==> config.mk <==
export PLATFORM = sky130hd
export DESIGN_NAME = bar_unit
export DESIGN_NICKNAME = d
export VERILOG_FILES = /design/src/rtl/bar_pkg.sv /design/src/rtl/bar_slot.sv /design/src/rtl/bar_warp.sv /design/src/rtl/bar_unit.sv
export SDC_FILE = /design/constraint.sdc
export NUM_CORES = 1
export LEC_CHECK = 0
export ABC_AREA = 1
export ABC_CLOCK_PERIOD_IN_PS = 3300
export BUFFER_PORTS_ARGS = -buffer_cell sky130_fd_sc_hd__buf_2
export CAP_MARGIN = 20
export CORE_MARGIN = 3
export CORE_UTILIZATION = 57
export DETAILED_ROUTE_END_ITERATION = 12
export PLACE_DENSITY = 0.74
export SYNTH_ARGS = -nofsm -noshare
export SYNTH_HDL_FRONTEND = slang
export SYNTH_SLANG_ARGS = --single-unit
==> constraint.sdc <==
create_clock -name clk_i -period 3.3 [get_ports clk_i]
set_clock_uncertainty 0.15 [all_clocks]
set_input_delay 0.495 -clock clk_i [delete_from_list [all_inputs] [get_ports clk_i]]
set_output_delay 0.495 -clock clk_i [all_outputs]
set_load 0.02 [all_outputs]
==> src/rtl/bar_pkg.sv <==
package bar_pkg;
  localparam int unsigned DEF_NUM_WARPS   = 32;
  localparam int unsigned DEF_NUM_BLOCKS  = 8;
  localparam int unsigned DEF_WARP_SIZE   = 32;
  localparam int unsigned DEF_MAX_THREADS = 512;

  // ceil(threads / warp_size)
  function automatic int unsigned warps_needed(int unsigned threads, int unsigned warp_size);
    return (threads + warp_size - 1) / warp_size;
  endfunction
endpackage

==> src/rtl/bar_slot.sv <==
module bar_slot #(
  parameter int unsigned WARP_SIZE = bar_pkg::DEF_WARP_SIZE,
  parameter int unsigned THR_W     = 10,
  parameter int unsigned CNT_W     = 5
) (
  input  logic             clk_i,
  input  logic             rst_ni,
  input  logic             launch_i,
  input  logic [THR_W-1:0] launch_thr_i,
  input  logic             arrive_i,
  output logic             hit_o
);
  logic [CNT_W-1:0] cnt_q, exp_q, cnt_inc;

  assign cnt_inc = cnt_q + CNT_W'(1);
  assign hit_o   = arrive_i && !launch_i && (cnt_inc == exp_q);

  always_ff @(posedge clk_i or negedge rst_ni) begin
    if (!rst_ni) begin
      cnt_q <= '0;
      exp_q <= '0;
    end else if (launch_i) begin
      cnt_q <= '0;
      exp_q <= CNT_W'(bar_pkg::warps_needed(32'(launch_thr_i), WARP_SIZE));
    end else if (hit_o) begin
      cnt_q <= '0;
    end else if (arrive_i) begin
      cnt_q <= cnt_inc;
    end
  end
endmodule

==> src/rtl/bar_warp.sv <==
module bar_warp #(
  parameter int unsigned BLK_W = 3
) (
  input  logic             clk_i,
  input  logic             rst_ni,
  input  logic             set_i,
  input  logic [BLK_W-1:0] blk_i,
  input  logic             rel_i,
  input  logic [BLK_W-1:0] rel_blk_i,
  output logic             wait_o
);
  logic             wait_q;
  logic [BLK_W-1:0] blk_q;

  assign wait_o = wait_q;

  always_ff @(posedge clk_i or negedge rst_ni) begin
    if (!rst_ni) begin
      wait_q <= 1'b0;
      blk_q  <= '0;
    end else if (wait_q && rel_i && blk_q == rel_blk_i) begin
      wait_q <= 1'b0;
    end else if (set_i) begin
      wait_q <= 1'b1;
      blk_q  <= blk_i;
    end
  end
endmodule

==> src/rtl/bar_unit.sv <==
module bar_unit #(
  parameter int unsigned NUM_WARPS   = bar_pkg::DEF_NUM_WARPS,
  parameter int unsigned NUM_BLOCKS  = bar_pkg::DEF_NUM_BLOCKS,
  parameter int unsigned WARP_SIZE   = bar_pkg::DEF_WARP_SIZE,
  parameter int unsigned MAX_THREADS = bar_pkg::DEF_MAX_THREADS,
  localparam int unsigned WARP_W     = $clog2(NUM_WARPS),
  localparam int unsigned BLK_W      = $clog2(NUM_BLOCKS),
  localparam int unsigned THR_W      = $clog2(MAX_THREADS) + 1,
  localparam int unsigned CNT_W      = $clog2(MAX_THREADS / WARP_SIZE) + 1
) (
  input  logic                 clk_i,
  input  logic                 rst_ni,
  input  logic                 launch_vld_i,
  input  logic [BLK_W-1:0]     launch_blk_i,
  input  logic [THR_W-1:0]     launch_thr_i,
  input  logic                 arrive_vld_i,
  input  logic [WARP_W-1:0]    arrive_warp_i,
  input  logic [BLK_W-1:0]     arrive_blk_i,
  output logic [NUM_WARPS-1:0] stall_o,
  output logic                 release_vld_o,
  output logic [BLK_W-1:0]     release_blk_o,
  output logic                 dup_err_o
);
  logic [NUM_WARPS-1:0]  waiting;
  logic [NUM_BLOCKS-1:0] hit;
  logic                  dup, accept, rel_now;

  assign dup     = arrive_vld_i && waiting[arrive_warp_i];
  assign accept  = arrive_vld_i && !dup;
  assign rel_now = |hit;

  for (genvar b = 0; b < NUM_BLOCKS; b++) begin : g_slot
    bar_slot #(.WARP_SIZE(WARP_SIZE), .THR_W(THR_W), .CNT_W(CNT_W)) i_slot (
      .clk_i        (clk_i),
      .rst_ni       (rst_ni),
      .launch_i     (launch_vld_i && launch_blk_i == BLK_W'(b)),
      .launch_thr_i (launch_thr_i),
      .arrive_i     (accept && arrive_blk_i == BLK_W'(b)),
      .hit_o        (hit[b])
    );
  end

  for (genvar w = 0; w < NUM_WARPS; w++) begin : g_warp
    bar_warp #(.BLK_W(BLK_W)) i_warp (
      .clk_i     (clk_i),
      .rst_ni    (rst_ni),
      .set_i     (accept && !rel_now && arrive_warp_i == WARP_W'(w)),
      .blk_i     (arrive_blk_i),
      .rel_i     (rel_now),
      .rel_blk_i (arrive_blk_i),
      .wait_o    (waiting[w])
    );
  end

  assign stall_o = waiting;

  always_ff @(posedge clk_i or negedge rst_ni) begin
    if (!rst_ni) begin
      release_vld_o <= 1'b0;
      release_blk_o <= '0;
      dup_err_o     <= 1'b0;
    end else begin
      release_vld_o <= rel_now;
      release_blk_o <= rel_now ? arrive_blk_i : release_blk_o;
      dup_err_o     <= dup;
    end
  end
endmodule

### Word level (Yosys, flattened, before mapping)

Index checks and enable logic that the tools add are counted.

* bits of input ports: 25
* register bits after elaboration: 213
* word-level logic and storage cells: 518

* reductions and logical operators: 217
* $add $sub $neg: 10
* bitwise operators: 32
* order comparisons: 1
* mux-type cells: 90
* equal/unequal tests: 85

Operators with widths (number)
* 1-bit logical AND: 131
* 5-bit two-way mux: 24
* 3-bit equality test: 32
* 5-bit equality test, second input constant: 16
* 1-bit two-way mux: 65
* 2-bit AND reduction: 32
* 2-bit nonzero test: 32
* 5-bit by 1-bit adder with 5-bit output, second input constant: 8
* 5-bit by 4-bit equality test with 1-bit output, second input constant: 8
* 5-bit equality test: 8
* 1-bit inverter: 32
* 3-bit equality test, second input constant: 8
* 3-bit nonzero test: 8
* 5-bit by 3-bit equality test with 1-bit output, second input constant: 4
* 3-bit by 2-bit equality test with 1-bit output, second input constant: 4
* 10-bit by 6-bit adder with 10-bit output, second input constant: 1
* 5-bit by 2-bit equality test with 1-bit output, second input constant: 2
* 1-bit zero test: 10
* 10-bit by 1-bit subtractor with 10-bit output, second input constant: 1
* 8-bit OR reduction: 1
* 3-bit by 1-bit equality test with 1-bit output, second input constant: 2
* 3-bit zero test: 2
* 5-bit by 6-bit < comparator with 1-bit output, second input constant: 1
* 1-bit binary-select mux with 5-bit select: 1
* other kinds (2): 2

### Depth between registers and ports, before layout

* word-level depth: 14
* depth in mapped cells: 23

### By module

Synthesis repeated with hierarchy kept, for this count alone.

* cell total of the unflattened synthesis: 2153
* area total of the unflattened synthesis: 13799.5 µm²

By module, submodules not included
* bar_warp: cells an instance 35, area each 227.7 µm², instances 32
* bar_slot at g_slot[0].i_slot ...: cells an instance 100, area each 666.9 µm², instances 7
* bar_unit: cells an instance 226, area each 1166.1 µm², instances 1
* bar_slot at g_slot[7].i_slot: cells an instance 107, area each 678.2 µm², instances 1

### Worst setup path before layout

OpenSTA, ideal clock, no wires.

* kind: input to register
* from: in arrive_warp_i[1]
* to: reg g_warp[14].i_warp.blk_q[2]
* stages on the path: 21
* library setup time: 66 ps
* arrival time: 2433 ps
* setup slack: 651 ps
* required time: 3084 ps
* cells stage by stage: buf_4 > nor2_1 > nand2_1 > o21ai_1 > nor2_1 > nor2_1 > nor2_1 > nand2_1 > nand2_1 > nand2_2 > buf_6 > nor2_2 > nand3b_1 > nand2_2 > nor2_4 > nand2_4 > nor2_8 > buf_6 > buf_6 > nand3_1 > nand2_1

* cells in the longest elaborated chain, start to end: 13

Ends and longest elaborated chain
* start, declared: RTL line bar_unit.sv:17 `input logic [WARP_W-1:0] arrive_warp_i,`
* 1-bit binary-select mux with 5-bit select *: RTL line bar_unit.sv:28 `assign dup = arrive_vld_i && waiting[arrive_warp_i];`
* 1-bit two-way mux (implied by the code) *: RTL line bar_unit.sv:28
* 1-bit logical AND *: RTL line bar_unit.sv:28
* 1-bit zero test *: RTL line bar_unit.sv:29 `assign accept = arrive_vld_i && !dup;`
* 1-bit logical AND *: RTL line bar_unit.sv:29
* 1-bit logical AND: RTL line bar_unit.sv:38 `.arrive_i (accept && arrive_blk_i == BLK_W'(b)),`
* 1-bit logical AND (2 in a row): RTL line bar_slot.sv:16 `assign hit_o = arrive_i && !launch_i && (cnt_inc == exp_q);`
* 8-bit OR reduction *: RTL line bar_unit.sv:30 `assign rel_now = |hit;`
* via g_warp[0].i_warp.rel_i: RTL line bar_warp.sv:8 `input logic rel_i,`
* 1-bit zero test or 1-bit logical AND (tied branches): RTL line bar_unit.sv:47, bar_warp.sv:21
* 1-bit logical AND, on equally long branches: RTL line bar_unit.sv:47, bar_warp.sv:21
* 1-bit logical AND or 1-bit inverter (tied branches)
* 2-bit AND reduction (no line) *
* end signal, assigned: RTL line bar_warp.sv:25 `blk_q <= blk_i;`
* end, declared: RTL line bar_warp.sv:13 `logic [BLK_W-1:0] blk_q;`

The timed path passes the listed nets; every way through them passes the cells marked *. The select of a mux whose other input is x is not followed.
A chain may end at the register's enable or synchronous reset.

### Final worst setup path

* from: reg g_warp[31].i_warp.wait_q
* to: reg g_warp[20].i_warp.wait_q

* cells in the longest elaborated chain, start to end: 13

Ends and longest elaborated chain
* start, declared: RTL line bar_warp.sv:12 `logic wait_q;`
* start signal, assigned: RTL line bar_warp.sv:19 `wait_q <= 1'b0;`
* start signal, assigned: RTL line bar_warp.sv:22 `wait_q <= 1'b0;`
* start signal, assigned: RTL line bar_warp.sv:24 `wait_q <= 1'b1;`
* 1-bit binary-select mux with 5-bit select *: RTL line bar_unit.sv:28
* 1-bit two-way mux (implied by the code) *: RTL line bar_unit.sv:28
* 1-bit logical AND *: RTL line bar_unit.sv:28
* 1-bit zero test *: RTL line bar_unit.sv:29
* 1-bit logical AND *: RTL line bar_unit.sv:29
* 1-bit logical AND: RTL line bar_unit.sv:38
* 1-bit logical AND (2 in a row): RTL line bar_slot.sv:16
* 8-bit OR reduction *: RTL line bar_unit.sv:30
* via g_warp[0].i_warp.rel_i: RTL line bar_warp.sv:8
* 1-bit zero test: RTL line bar_unit.sv:47 `.set_i (accept && !rel_now && arrive_warp_i == WARP_W'(w)),`
* 1-bit logical AND (2 in a row): RTL line bar_unit.sv:47
* 2-bit nonzero test (no line)
* end signal, assigned: RTL line bar_warp.sv:19
* end signal, assigned: RTL line bar_warp.sv:22
* end signal, assigned: RTL line bar_warp.sv:24
* end, declared: RTL line bar_warp.sv:12

Marks and branches as above.

==> results.py <==
metrics = {
    "critical_path": {
        "cpLargestDelayFamily": "simple AND/OR/NAND/NOR gates",
        "setup.worst_path.end_class": "flip-flop",
        "cp.arrival_ns": 3.11,
        "worst_path_largest_cell_delay_ns": 0.39,
        "worstPathBufferInverterCount": 3,
        "critPathMaxFanout": 25,
        "critical_path_start_type": "flip-flop",
        "worst_path_cell_trace": "inv_1 -> nor2_1 -> a21oi_1 -> nand2_1 -> a21oi_1 -> nand2_1 -> nand2_1 -> nand2_2 -> nor2_1 -> nand3_1 -> nand2_1 -> nor2_4 -> nand2_4 -> inv_2 -> buf_12 -> nor2_1 -> a21oi_1",
        "worst-setup-path-type": "flip-flop to flip-flop",
        "required_time_at_the_worst_slack_endpoint_ns": 3.53,
        "critical-path-top-cell-by-count": "sky130_fd_sc_hd__nand2_1",
        "crit_path_slowest_cell": "sky130_fd_sc_hd__dfrtp_1",
    },
    "clock_network": {
        "cts_repair_resize_count": 0,
        "clk-insertion-delay-late_ns": 0.52,
        "clockBufferDepth": 3,
        "htree_num_levels": 1,
        "clk_root_buffer_cell": "sky130_fd_sc_hd__clkbuf_16",
        "tritoncts_num_sinks": 213,
        "cts_tree": "yes",
        "clk_transition_reported_paths_ns": 0.06,
        "cts_buffers": 24,
    },
    "worst_hold_path": {
        "hold_path_class": "input port to flip-flop",
    },
    "floorplan": {
        "ios": 62,
        "placement_rows": 51,
        "floorplan.die.height_um": 149.1,
        "chipWidth_um": 149.1,
        "die_area_sq_um": 22220,
        "coreArea_sq_um": 19780,
        "initial_core_util_pct": 58.99,
    },
    "finish": {
        "nNetsFinal": 1563,
        "fillers": 1665,
        "synthToLayoutAreaGrowth_pct": 11.41,
        "layout_commonest_cell": "sky130_fd_sc_hd__nand2_1",
        "post-route-util_pct": 65.72,
        "antenna_cells": 0,
        "highest_count_cells_in_the_layout_ignoring_fill_and_taps": "sky130_fd_sc_hd__nand2_1 (384), sky130_fd_sc_hd__dfrtp_1 (213), sky130_fd_sc_hd__nand3_1 (153)",
        "drive_above_1_share_pct": 12.41,
    },
    "sta": {
        "setup_viol": 0,
        "layout_worst_path_cycle_share_pct": 87.27,
        "timing.slew.headroom_pct": 54.65,
        "period_minus_slack_ns": 2.880,
        "report.final.slew_viol_count": 0,
        "timing.final.hold_violations": 0,
        "setup_total_negative_slack_ns": 0,
        "grt_setup_unrepaired": "false",
        "maxClockFrequency_mhz": 347.2,
        "timing_worst_slew_pin_value_ns": 0.6751,
    },
    "grt": {
        "number_of_global_route_vias_before_repair": 9779,
        "antenna_found_initial": 1,
        "grt-ovfl-total": 0,
        "grt.total_usage_pct": 26.48,
        "largest_net_degree_at_the_start_of_global_routing": 70,
        "grt_pass1_wl_um": 48360,
    },
    "power_and_ir_drop": {
        "power_density_nw_per_um2": 632.8,
        "vdd_ir_drop_max_v": 0.0003834,
        "static_leak_uw": 0.006357,
        "power.total_uw": 8226,
    },
    "logic_synthesis": {
        "synth-warning-count": 0,
        "synth_area_leaders": "sky130_fd_sc_hd__dfrtp_1 (46%), sky130_fd_sc_hd__nand2_1 (12%), sky130_fd_sc_hd__nand3_1 (6.6%)",
        "ys_types": 33,
        "synthesis.area_per_instance_sq_um": 7.758,
        "synth_largest_area_cell": "sky130_fd_sc_hd__dfrtp_1",
        "syn-instance-count": 1504,
        "synth_seq_area_share_pct": 45.68,
        "syn_area_sq_um": 11670,
        "synth_fp_nets": 1537,
        "synth_seq_cells": 213,
        "yosysTopAreaCellShare_pct": 45.68,
    },
    "drt": {
        "drc": 0,
        "num_vias": 10025,
        "wirelength_um": 28780,
        "drt_pre_antenna_iters": 6,
        "avgViaCountPerCell": 5.533,
        "detail_route.iter0.violations": 646,
        "residual_antenna_violating_net_count_after_detailed_routing": 0,
        "drt-wirelength-per-cell_um": 15.88,
    },
    "place": {
        "port_buffers": 61,
        "routabilityCongestion": 0.9228,
        "dp_hpwl_um": 18870,
    },
    "run_status": {
        "status": "complete, no violations",
    },
    "flow_run": {
        "max_cap_violations": 0,
    },
}
cell usage after synthesis:
| library cell | instances |
|---|---|
| sky130_fd_sc_hd__a21oi_1 | 86 |
| sky130_fd_sc_hd__buf_1 | 11 |
| sky130_fd_sc_hd__buf_2 | 15 |
| sky130_fd_sc_hd__buf_4 | 34 |
| sky130_fd_sc_hd__buf_6 | 6 |
| sky130_fd_sc_hd__clkbuf_1 | 32 |
| sky130_fd_sc_hd__clkinv_1 | 2 |
| sky130_fd_sc_hd__dfrtp_1 | 213 |
| sky130_fd_sc_hd__ha_1 | 8 |
| sky130_fd_sc_hd__inv_1 | 113 |
| sky130_fd_sc_hd__inv_2 | 4 |
| sky130_fd_sc_hd__nand2_1 | 384 |
| sky130_fd_sc_hd__nand2_2 | 4 |
| sky130_fd_sc_hd__nand2_4 | 1 |
| sky130_fd_sc_hd__nand3_1 | 153 |
| sky130_fd_sc_hd__nand3b_1 | 7 |
| sky130_fd_sc_hd__nand4_1 | 44 |
| sky130_fd_sc_hd__nor2_1 | 113 |
| sky130_fd_sc_hd__nor2_2 | 4 |
| sky130_fd_sc_hd__nor2_4 | 3 |
| sky130_fd_sc_hd__nor2_8 | 1 |
| sky130_fd_sc_hd__nor3_1 | 20 |
| sky130_fd_sc_hd__nor3b_1 | 1 |
| sky130_fd_sc_hd__nor4_1 | 1 |
| sky130_fd_sc_hd__o211a_1 | 1 |
| sky130_fd_sc_hd__o211ai_1 | 1 |
| sky130_fd_sc_hd__o21ai_0 | 108 |
| sky130_fd_sc_hd__o21ai_1 | 1 |
| sky130_fd_sc_hd__o22ai_1 | 8 |
| sky130_fd_sc_hd__or2_2 | 37 |
| sky130_fd_sc_hd__or4_1 | 1 |
| sky130_fd_sc_hd__xnor2_1 | 49 |
| sky130_fd_sc_hd__xor2_1 | 38 |
sequential cells by signal, summed over array words and instances, names as in the netlist:
| register | flops |
|---|---|
| g_slot.i_slot.cnt_q | 40 |
| release_blk_o | 3 |
| release_vld_o | 1 |
| g_slot.i_slot.exp_q | 40 |
| g_warp.i_warp.wait_o | 32 |
| g_warp.i_warp.blk_q | 96 |
| dup_err_o | 1 |
through the flow:
| stage | cells | instance area (sq um) | hold WS, ns | setup WS, ns |
|---|---|---|---|---|
| finish | 1812 | 13000 | 0.08332 | 0.4200 |
| global route | 1812 | 13000 | 0.09060 | 0.2631 |
| CTS | 1812 | 13000 | 0.06597 | 0.4228 |
| detailed placement | 1768 | 12110 | 0.3293 | 0.02295 |
| global placement | 1768 | 12110 | 0.3242 | 0.08507 |
| floorplan | 1504 | 11670 | 0.04941 | 0.6511 |
layout make-up:
cell class | count | area, sq um | area share (%)
Multi-Input combinational cell | 1074 | 5333 | 41.02
Tap cell | 265 | 331.6 | 2.551
Inverter | 119 | 446.7 | 3.436
Timing Repair Buffer | 98 | 681.9 | 5.245
Sequential cell | 213 | 5330 | 41.00
Clock inverter | 8 | 143.9 | 1.107
Clock buffer | 35 | 733.2 | 5.640
repair_timing:
item                                   4_1_cts  5_1_grt
hold buffers                                 1        0
endpoints found under the hold margin       45        0
buffers inserted                             0        0
power breakdown:
group          internal (uW)  switching, uW
sequential              3080            421
combinational            721           1080
clock                   1850           1070
metal layers:
metal / up-vias / track usage (%) / part of all wire [%]
met4: 2 / 9.062 / 2.9
li1: 4921 / - / -
met2: 323 / 44.49 / 48
met5: - / 0 / 0.045
met3: 59 / 3.191 / 6.5
met1: 4720 / 35.88 / 43
worst min-delay path, stage by stage:
cell,delay (ns)
sky130_fd_sc_hd__buf_2,0.13
sky130_fd_sc_hd__inv_1,0.05
sky130_fd_sc_hd__nor2_1,0.04
worst paths after layout:
| check | from | endpoint | slack [ns] | depth (start not counted) |
|---|---|---|---|---|
| max | g_warp[31].i_warp.wait_o | g_warp[20].i_warp.wait_o | 0.42 | 17 |
| min | arrive_vld_i | dup_err_o | 0.08 | 3 |
| max reg2reg | g_warp[31].i_warp.wait_o | g_warp[20].i_warp.wait_o | 0.42 | 17 |
| min reg2reg | g_warp[1].i_warp.blk_q[2] | g_warp[1].i_warp.blk_q[2] | 0.35 | 2 |
| max in group asynchronous | rst_ni | g_warp[2].i_warp.blk_q[0] | 1.80 | 3 |
| min in group asynchronous | rst_ni | g_warp[22].i_warp.blk_q[1] | 0.35 | 2 |
logic make-up (layout without fill, tap and decap cells):
logic type,after synthesis,after routing,share of synthesized area [%]
flops,213,213,45.68
xor+xnor,87,87,6.530
simple gates,774,774,29.37
fa+ha+maj,8,8,0.8579
compound gates,205,205,8.943
buf+inv,217,260,8.621
No activity file was read; power rests on OpenSTA's default activity.
